==> src/rtl/ipi_unit_pkg.sv <==
package ipi_unit_pkg;
  localparam int OFF_WHOAMI = 'h000;
  localparam int OFF_EVENT  = 'h004;
  localparam int OFF_SEND   = 'h008;
  localparam int OFF_ACK    = 'h00C;
  localparam int OFF_MSET   = 'h010;
  localparam int OFF_MCLR   = 'h014;

  localparam int WIN_STRIDE = 128;
  localparam int WIN_SET    = 'h08;
  localparam int WIN_CLR    = 'h0C;
  localparam int WIN_MSET   = 'h10;
  localparam int WIN_MCLR   = 'h14;

  localparam logic [7:0]  EVT_TYPE_IPI = 8'd4;
  localparam logic [31:0] EVT_OTHER    = {8'h00, EVT_TYPE_IPI, 16'd1};
  localparam logic [31:0] EVT_SELF     = {8'h00, EVT_TYPE_IPI, 16'd2};

  // index 0 = "other" source, index 1 = "self" source
  typedef struct packed {
    logic [1:0] pendSet;
    logic [1:0] pendClr;
    logic [1:0] maskSet;
    logic [1:0] maskClr;
    logic [1:0] autoMask;
  } ipiStrobe_t;

  function automatic logic [1:0] srcBits(input logic [31:0] d);
    return {d[31], d[0]};
  endfunction
endpackage

==> src/rtl/ipi_state.sv <==
module ipi_state
  import ipi_unit_pkg::*;
#(
  parameter int NUM_CPUS = 4
) (
  input  logic                             clk,
  input  logic                             rstN,
  input  ipiStrobe_t [NUM_CPUS-1:0]        strb,
  output logic       [NUM_CPUS-1:0][1:0]   pendQ,
  output logic       [NUM_CPUS-1:0][1:0]   maskQ,
  output logic       [NUM_CPUS-1:0]        ipiIrq
);
  for (genvar c = 0; c < NUM_CPUS; c++) begin : g_cpu
    always_ff @(posedge clk) begin
      if (!rstN) begin
        pendQ[c] <= 2'b00;
        maskQ[c] <= 2'b11;
      end else begin
        pendQ[c] <= (pendQ[c] & ~strb[c].pendClr) | strb[c].pendSet;
        maskQ[c] <= ((maskQ[c] & ~strb[c].maskClr) | strb[c].maskSet) | strb[c].autoMask;
      end
    end
    assign ipiIrq[c] = |(pendQ[c] & ~maskQ[c]);
  end
endmodule

==> src/rtl/ipi_ctrl.sv <==
module ipi_ctrl
  import ipi_unit_pkg::*;
#(
  parameter int          NUM_CPUS = 4,
  parameter int          AW       = 16,
  parameter bit          WIN_EN   = 1'b1,
  parameter int          WIN_BASE = 'h400,
  localparam int         CPU_W    = (NUM_CPUS > 1) ? $clog2(NUM_CPUS) : 1
) (
  input  logic                           wrEn,
  input  logic [CPU_W-1:0]               wrCpu,
  input  logic [AW-1:0]                  wrAddr,
  input  logic [31:0]                    wrData,
  input  logic                           rdEn,
  input  logic [CPU_W-1:0]               rdCpu,
  input  logic [AW-1:0]                  rdAddr,
  input  logic                           hwEvtValid,
  input  logic [31:0]                    hwEvtWord,
  input  logic [NUM_CPUS-1:0][1:0]       pendQ,
  input  logic [NUM_CPUS-1:0][1:0]       maskQ,
  output ipiStrobe_t [NUM_CPUS-1:0]      strb,
  output logic [31:0]                    rdData
);
  logic             winHit;
  logic [CPU_W-1:0] winCpu;
  logic [6:0]       winOff;
  logic [1:0]       wrSrc;
  logic [1:0]       live;
  logic             evtRd;
  logic             unusedWrData;

  assign unusedWrData = ^wrData;
  assign wrSrc = srcBits(wrData);

  if (WIN_EN) begin : g_win
    logic [AW-1:0] winRel;
    assign winRel = wrAddr - AW'(WIN_BASE);
    assign winHit = (wrAddr >= AW'(WIN_BASE)) && (winRel < AW'(NUM_CPUS * WIN_STRIDE));
    assign winCpu = CPU_W'(winRel >> 7);
    assign winOff = winRel[6:0];
  end else begin : g_nowin
    assign winHit = 1'b0;
    assign winCpu = '0;
    assign winOff = '0;
  end

  always_comb begin
    live = 2'b00;
    for (int c = 0; c < NUM_CPUS; c++)
      if (c == int'(rdCpu)) live = pendQ[c] & ~maskQ[c];
  end

  assign evtRd = rdEn && (rdAddr == AW'(OFF_EVENT));

  always_comb begin
    strb = '0;
    for (int c = 0; c < NUM_CPUS; c++) begin
      if (wrEn) begin
        if (wrAddr == AW'(OFF_SEND)) strb[c].pendSet[0] = wrData[c];
        if (c == int'(wrCpu)) begin
          if (wrAddr == AW'(OFF_ACK))  strb[c].pendClr = wrSrc;
          if (wrAddr == AW'(OFF_MSET)) strb[c].maskSet = wrSrc;
          if (wrAddr == AW'(OFF_MCLR)) strb[c].maskClr = wrSrc;
        end
        if (winHit && c == int'(winCpu)) begin
          if (winOff == 7'(WIN_SET))  strb[c].pendSet = wrSrc;
          if (winOff == 7'(WIN_CLR))  strb[c].pendClr = wrSrc;
          if (winOff == 7'(WIN_MSET)) strb[c].maskSet = wrSrc;
          if (winOff == 7'(WIN_MCLR)) strb[c].maskClr = wrSrc;
        end
      end
      if (evtRd && !hwEvtValid && c == int'(rdCpu)) begin
        if (live[0])      strb[c].autoMask = 2'b01;
        else if (live[1]) strb[c].autoMask = 2'b10;
      end
    end
  end

  always_comb begin
    rdData = 32'h0;
    if (rdEn) begin
      if (rdAddr == AW'(OFF_WHOAMI)) rdData = 32'(rdCpu);
      else if (evtRd) begin
        if (hwEvtValid)   rdData = hwEvtWord;
        else if (live[0]) rdData = EVT_OTHER;
        else if (live[1]) rdData = EVT_SELF;
      end
    end
  end
endmodule

==> src/rtl/ipi_unit.sv <==
module ipi_unit
  import ipi_unit_pkg::*;
#(
  parameter int  NUM_CPUS = 4,
  parameter int  AW       = 16,
  parameter bit  WIN_EN   = 1'b1,
  parameter int  WIN_BASE = 'h400,
  localparam int CPU_W    = (NUM_CPUS > 1) ? $clog2(NUM_CPUS) : 1
) (
  input  logic                clk,
  input  logic                rstN,
  input  logic                wrEn,
  input  logic [CPU_W-1:0]    wrCpu,
  input  logic [AW-1:0]       wrAddr,
  input  logic [31:0]         wrData,
  input  logic                rdEn,
  input  logic [CPU_W-1:0]    rdCpu,
  input  logic [AW-1:0]       rdAddr,
  output logic [31:0]         rdData,
  input  logic                hwEvtValid,
  input  logic [31:0]         hwEvtWord,
  output logic [NUM_CPUS-1:0] ipiIrq
);
  ipiStrobe_t [NUM_CPUS-1:0]  strb;
  logic [NUM_CPUS-1:0][1:0]   pendQ;
  logic [NUM_CPUS-1:0][1:0]   maskQ;

  ipi_ctrl #(
    .NUM_CPUS(NUM_CPUS), .AW(AW), .WIN_EN(WIN_EN), .WIN_BASE(WIN_BASE)
  ) ctrl_i (
    .wrEn(wrEn), .wrCpu(wrCpu), .wrAddr(wrAddr), .wrData(wrData),
    .rdEn(rdEn), .rdCpu(rdCpu), .rdAddr(rdAddr),
    .hwEvtValid(hwEvtValid), .hwEvtWord(hwEvtWord),
    .pendQ(pendQ), .maskQ(maskQ), .strb(strb), .rdData(rdData)
  );

  ipi_state #(.NUM_CPUS(NUM_CPUS)) state_i (
    .clk(clk), .rstN(rstN), .strb(strb),
    .pendQ(pendQ), .maskQ(maskQ), .ipiIrq(ipiIrq)
  );
endmodule

==> config.mk <==
export PLATFORM = sky130hd
export DESIGN_NAME = ipi_unit
export DESIGN_NICKNAME = d
export VERILOG_FILES = /design/src/rtl/ipi_unit_pkg.sv /design/src/rtl/ipi_state.sv /design/src/rtl/ipi_ctrl.sv /design/src/rtl/ipi_unit.sv
export SDC_FILE = /design/constraint.sdc
export NUM_CORES = 1
export LEC_CHECK = 0
export ABC_AREA = 1
export BUFFER_PORTS_ARGS = -buffer_cell sky130_fd_sc_hd__clkbuf_2
export CORE_MARGIN = 3
export CORE_UTILIZATION = 40
export CTS_CLUSTER_SIZE = 24
export DETAILED_ROUTE_END_ITERATION = 8
export HOLD_SLACK_MARGIN = 0.02
export PLACE_DENSITY = 0.81
export SLEW_MARGIN = 20
export SYNTH_ARGS = -nofsm -noshare
export SYNTH_HDL_FRONTEND = slang
export SYNTH_SLANG_ARGS = --single-unit
export TNS_END_PERCENT = 20
==> constraint.sdc <==
create_clock -name clk -period 1.4 [get_ports clk]
set_input_delay 0.14 -clock clk [delete_from_list [all_inputs] [get_ports clk]]
set_output_delay 0.14 -clock clk [all_outputs]
set_load 0.03 [all_outputs]
==> results.cfg <==
[cells_and_area]
diodes = 0
syn2layout_area_growth_pct = 70.56
fin_nets = 593
final_layout_size_suffix_gt1_frac = 0.4702
final_area_sq_um = 3067

[synth]
synth-seq-area-share = 0.1781
synth_warnings = 0
ys.flop_type = dfxtp_1
synth.top_cell.area_share = 0.1781
syn_area_per_cell_sq_um = 5.304
synth_edf_count = 0
synthDistinctLibCells = 29
syn-num-nets = 444
synthTopCellsByCount = nor2_1, nand2_1, inv_1
synth_top_area_cell = dfxtp_1
async_flop_share = 0
yosysMostFrequentCell = nor2_1
syn_inst = 339
netlist_top_cells_area = dfxtp_1, nor2_1, nand3_1
ys_ff_latch = 16
netlist_area_sq_um = 1798

[status]
violations = setup timing
status = complete, but fails checks

[timing]
hold_violations = 0
fin_skew_ns = 0.0005849
finalSetupViolations = 7
tightest_slew_ns = 0.4236
min_period_over_period = 1.209
setup_slack_ns = -0.2919
max_freq_ghz = 0.5910
rsz0062_at_grt = yes
whs_ns = 0.1937
period_minus_slack_ns = 1.692
slew_headroom = 0.7166
slew_viol_final = 0

[routing]
vias_per_cell = 5.071
wirelength_microns = 6879
drtPass1Iterations = 5
drtIter0Drc = 164
drc = 0
ant_nets = 0
wl_per_cell_microns = 12.81
via_count = 2723

[critical_path]
required_ns = 1.26
worstPathMaxFanout = 3
endpoint_kind = output port
worstPathArrival_ns = 1.55
cp-start-kind = flop
crit_type = reg -> out

[clocking]
ctsLongestPathBuffers = 2
clk_pin_slew_worst_paths_ns = 0.06
root_buffer = clkbuf_8
clkLatencyLatePin_ns = 0.25
clock_sinks = 16
numCtsBuffers = 3
cts_tree = done
htreeDepth = 1

[power_and_ir_drop]
p_per_area_nw_per_um2 = 383.3
power_switching_w = 0.0003407
p_int_w = 0.0008346
vdd_ir_drop_max_mv = 0.4387
combPwrFrac = 0.265
p_clk_frac = 0.348
power_frac_seq = 0.387
p_leak_nw = 1.533
swShare = 0.2899

[place]
hpwl_microns = 5002
finalWeightedCongestion = 0.9052
port_buffers = 113
dpl_cell_area_sq_um = 2653

[global_routing]
antenna_found_initial = 0
grt_max_degree = 24
overflow = 0
grtUsageTotal = 0.2452
grt_pass1_vias = 2502
grt_pass1_wl_microns = 10670

[die]
chipHeight_microns = 73.05
dieArea_sq_um = 5336
start_util = 0.4309
io_pins = 141
core-area_sq_um = 4173
die_x_microns = 73.05
num_rows = 23

[flow_run]
cap_viol_max_count = 0

[min_path]
hp-class = in -> reg
-- power by group through the flow --
stage | combinational (W) | sequential (W) | clock (W)
global placement | 0.000279 | 0.000465 | 0
detailed placement | 0.000287 | 0.000465 | 0
CTS | 0.000293 | 0.000455 | 0.000415
floorplan | 0.000124 | 0.000465 | 0
global route | 0.000345 | 0.000455 | 0.000437
finish | 0.000311 | 0.000455 | 0.000409
-- state kept, by name, indices dropped and copies added (netlist names) --
signal	count
state_i.pendQ	8
state_i.maskQ	8
-- critical path, stage by stage (launching register included) --
cell and delay [ns]:
dfxtp_2 0.33, inv_2 0.08, nor2_4 0.05, nand2_2 0.05, nand4_1 0.18, nor2_2 0.19, nand2_1 0.08, o211ai_1 0.09
nand2_1 0.08, inv_2 0.06, buf_8 0.11
-- kinds of logic (layout without fill, tap and decap cells) --
family / after synthesis / after routing / synth area share
simple gates: 230 / 230 / 0.5936
buf+inv: 67 / 215 / 0.1468
flops: 16 / 16 / 0.1782
compound gates: 26 / 26 / 0.08141
-- through the flow --
stage	setup TNS, ns	setup WS (ns)	utilization	cells	total power, W
3_5_place_dp	-1.433	-0.09700	0.6357	527	0.0007520
5_1_grt	-4.866	-0.4269	0.7349	537	0.001237
4_1_cts	-1.037	-0.2176	0.6993	537	0.001163
6_report	-1.109	-0.2919	0.7349	537	0.001175
3_3_place_gp	-0.8479	-0.1142	0.6357	527	0.0007444
2_1_floorplan	-0.5473	-0.02636	-	339	0.0005894
-- worst paths after layout --
path / slack, ns / to / cells after the start / startpoint
max: -0.29 / rdData[1] / 10 / state_i.pendQ[2]$_SDFF_PN0_
min: 0.19 / state_i.maskQ[0]$_SDFF_PN1_ / 2 / rstN
max reg2reg: -0.14 / state_i.maskQ[0]$_SDFF_PN1_ / 11 / state_i.pendQ[2]$_SDFF_PN0_
min reg2reg: 0.46 / state_i.pendQ[1]$_SDFF_PN0_ / 2 / state_i.pendQ[1]$_SDFF_PN0_
-- layout make-up --
type                            instances  area [sq um]
Multi-Input combinational cell        256          1331
Timing Repair Buffer                  151          1062
Inverter                               60         225.2
Sequential cell                        16         330.3
Fill cell                             350          1106
Clock buffer                            4         55.05
Tap cell                               50         62.56
-- routing by layer --
metal  track usage  part of all wire  vias to the layer above
met2        0.4598              0.51                      138
li1              -                 -                     1378
met3       0.04408             0.096                       20
met1        0.2791              0.37                     1187
met5             0                 0                        -
met4       0.06762             0.022                        0
-- repair_timing --
item	in CTS	in global routing
setup endpoints to repair	29	35
pin swaps	13	10
resized for setup	64	82
hold buffers	0	0
buffers inserted	6	0
hold endpoints to repair	0	0
-- placed cells by master, fill, tap and decap left out, types with 3 or more instances in the layout --
cell	synthesis	layout
clkbuf_2	0	81
nor2_2	6	26
nand2_1	60	58
o21ai_2	0	3
a21oi_1	9	8
dfxtp_1	16	8
nor2_4	2	7
nor3_1	3	3
buf_6	1	18
clkbuf_8	0	9
nand3b_1	4	4
nor2_1	81	56
inv_2	2	11
dfxtp_2	0	8
nand3_1	47	45
buf_4	0	43
inv_1	57	48
nand2_2	7	9
o22ai_1	4	4
nand4_1	13	13
o21ai_0	7	3
nand3_2	3	5
No activity file was read; power rests on OpenSTA's default activity.
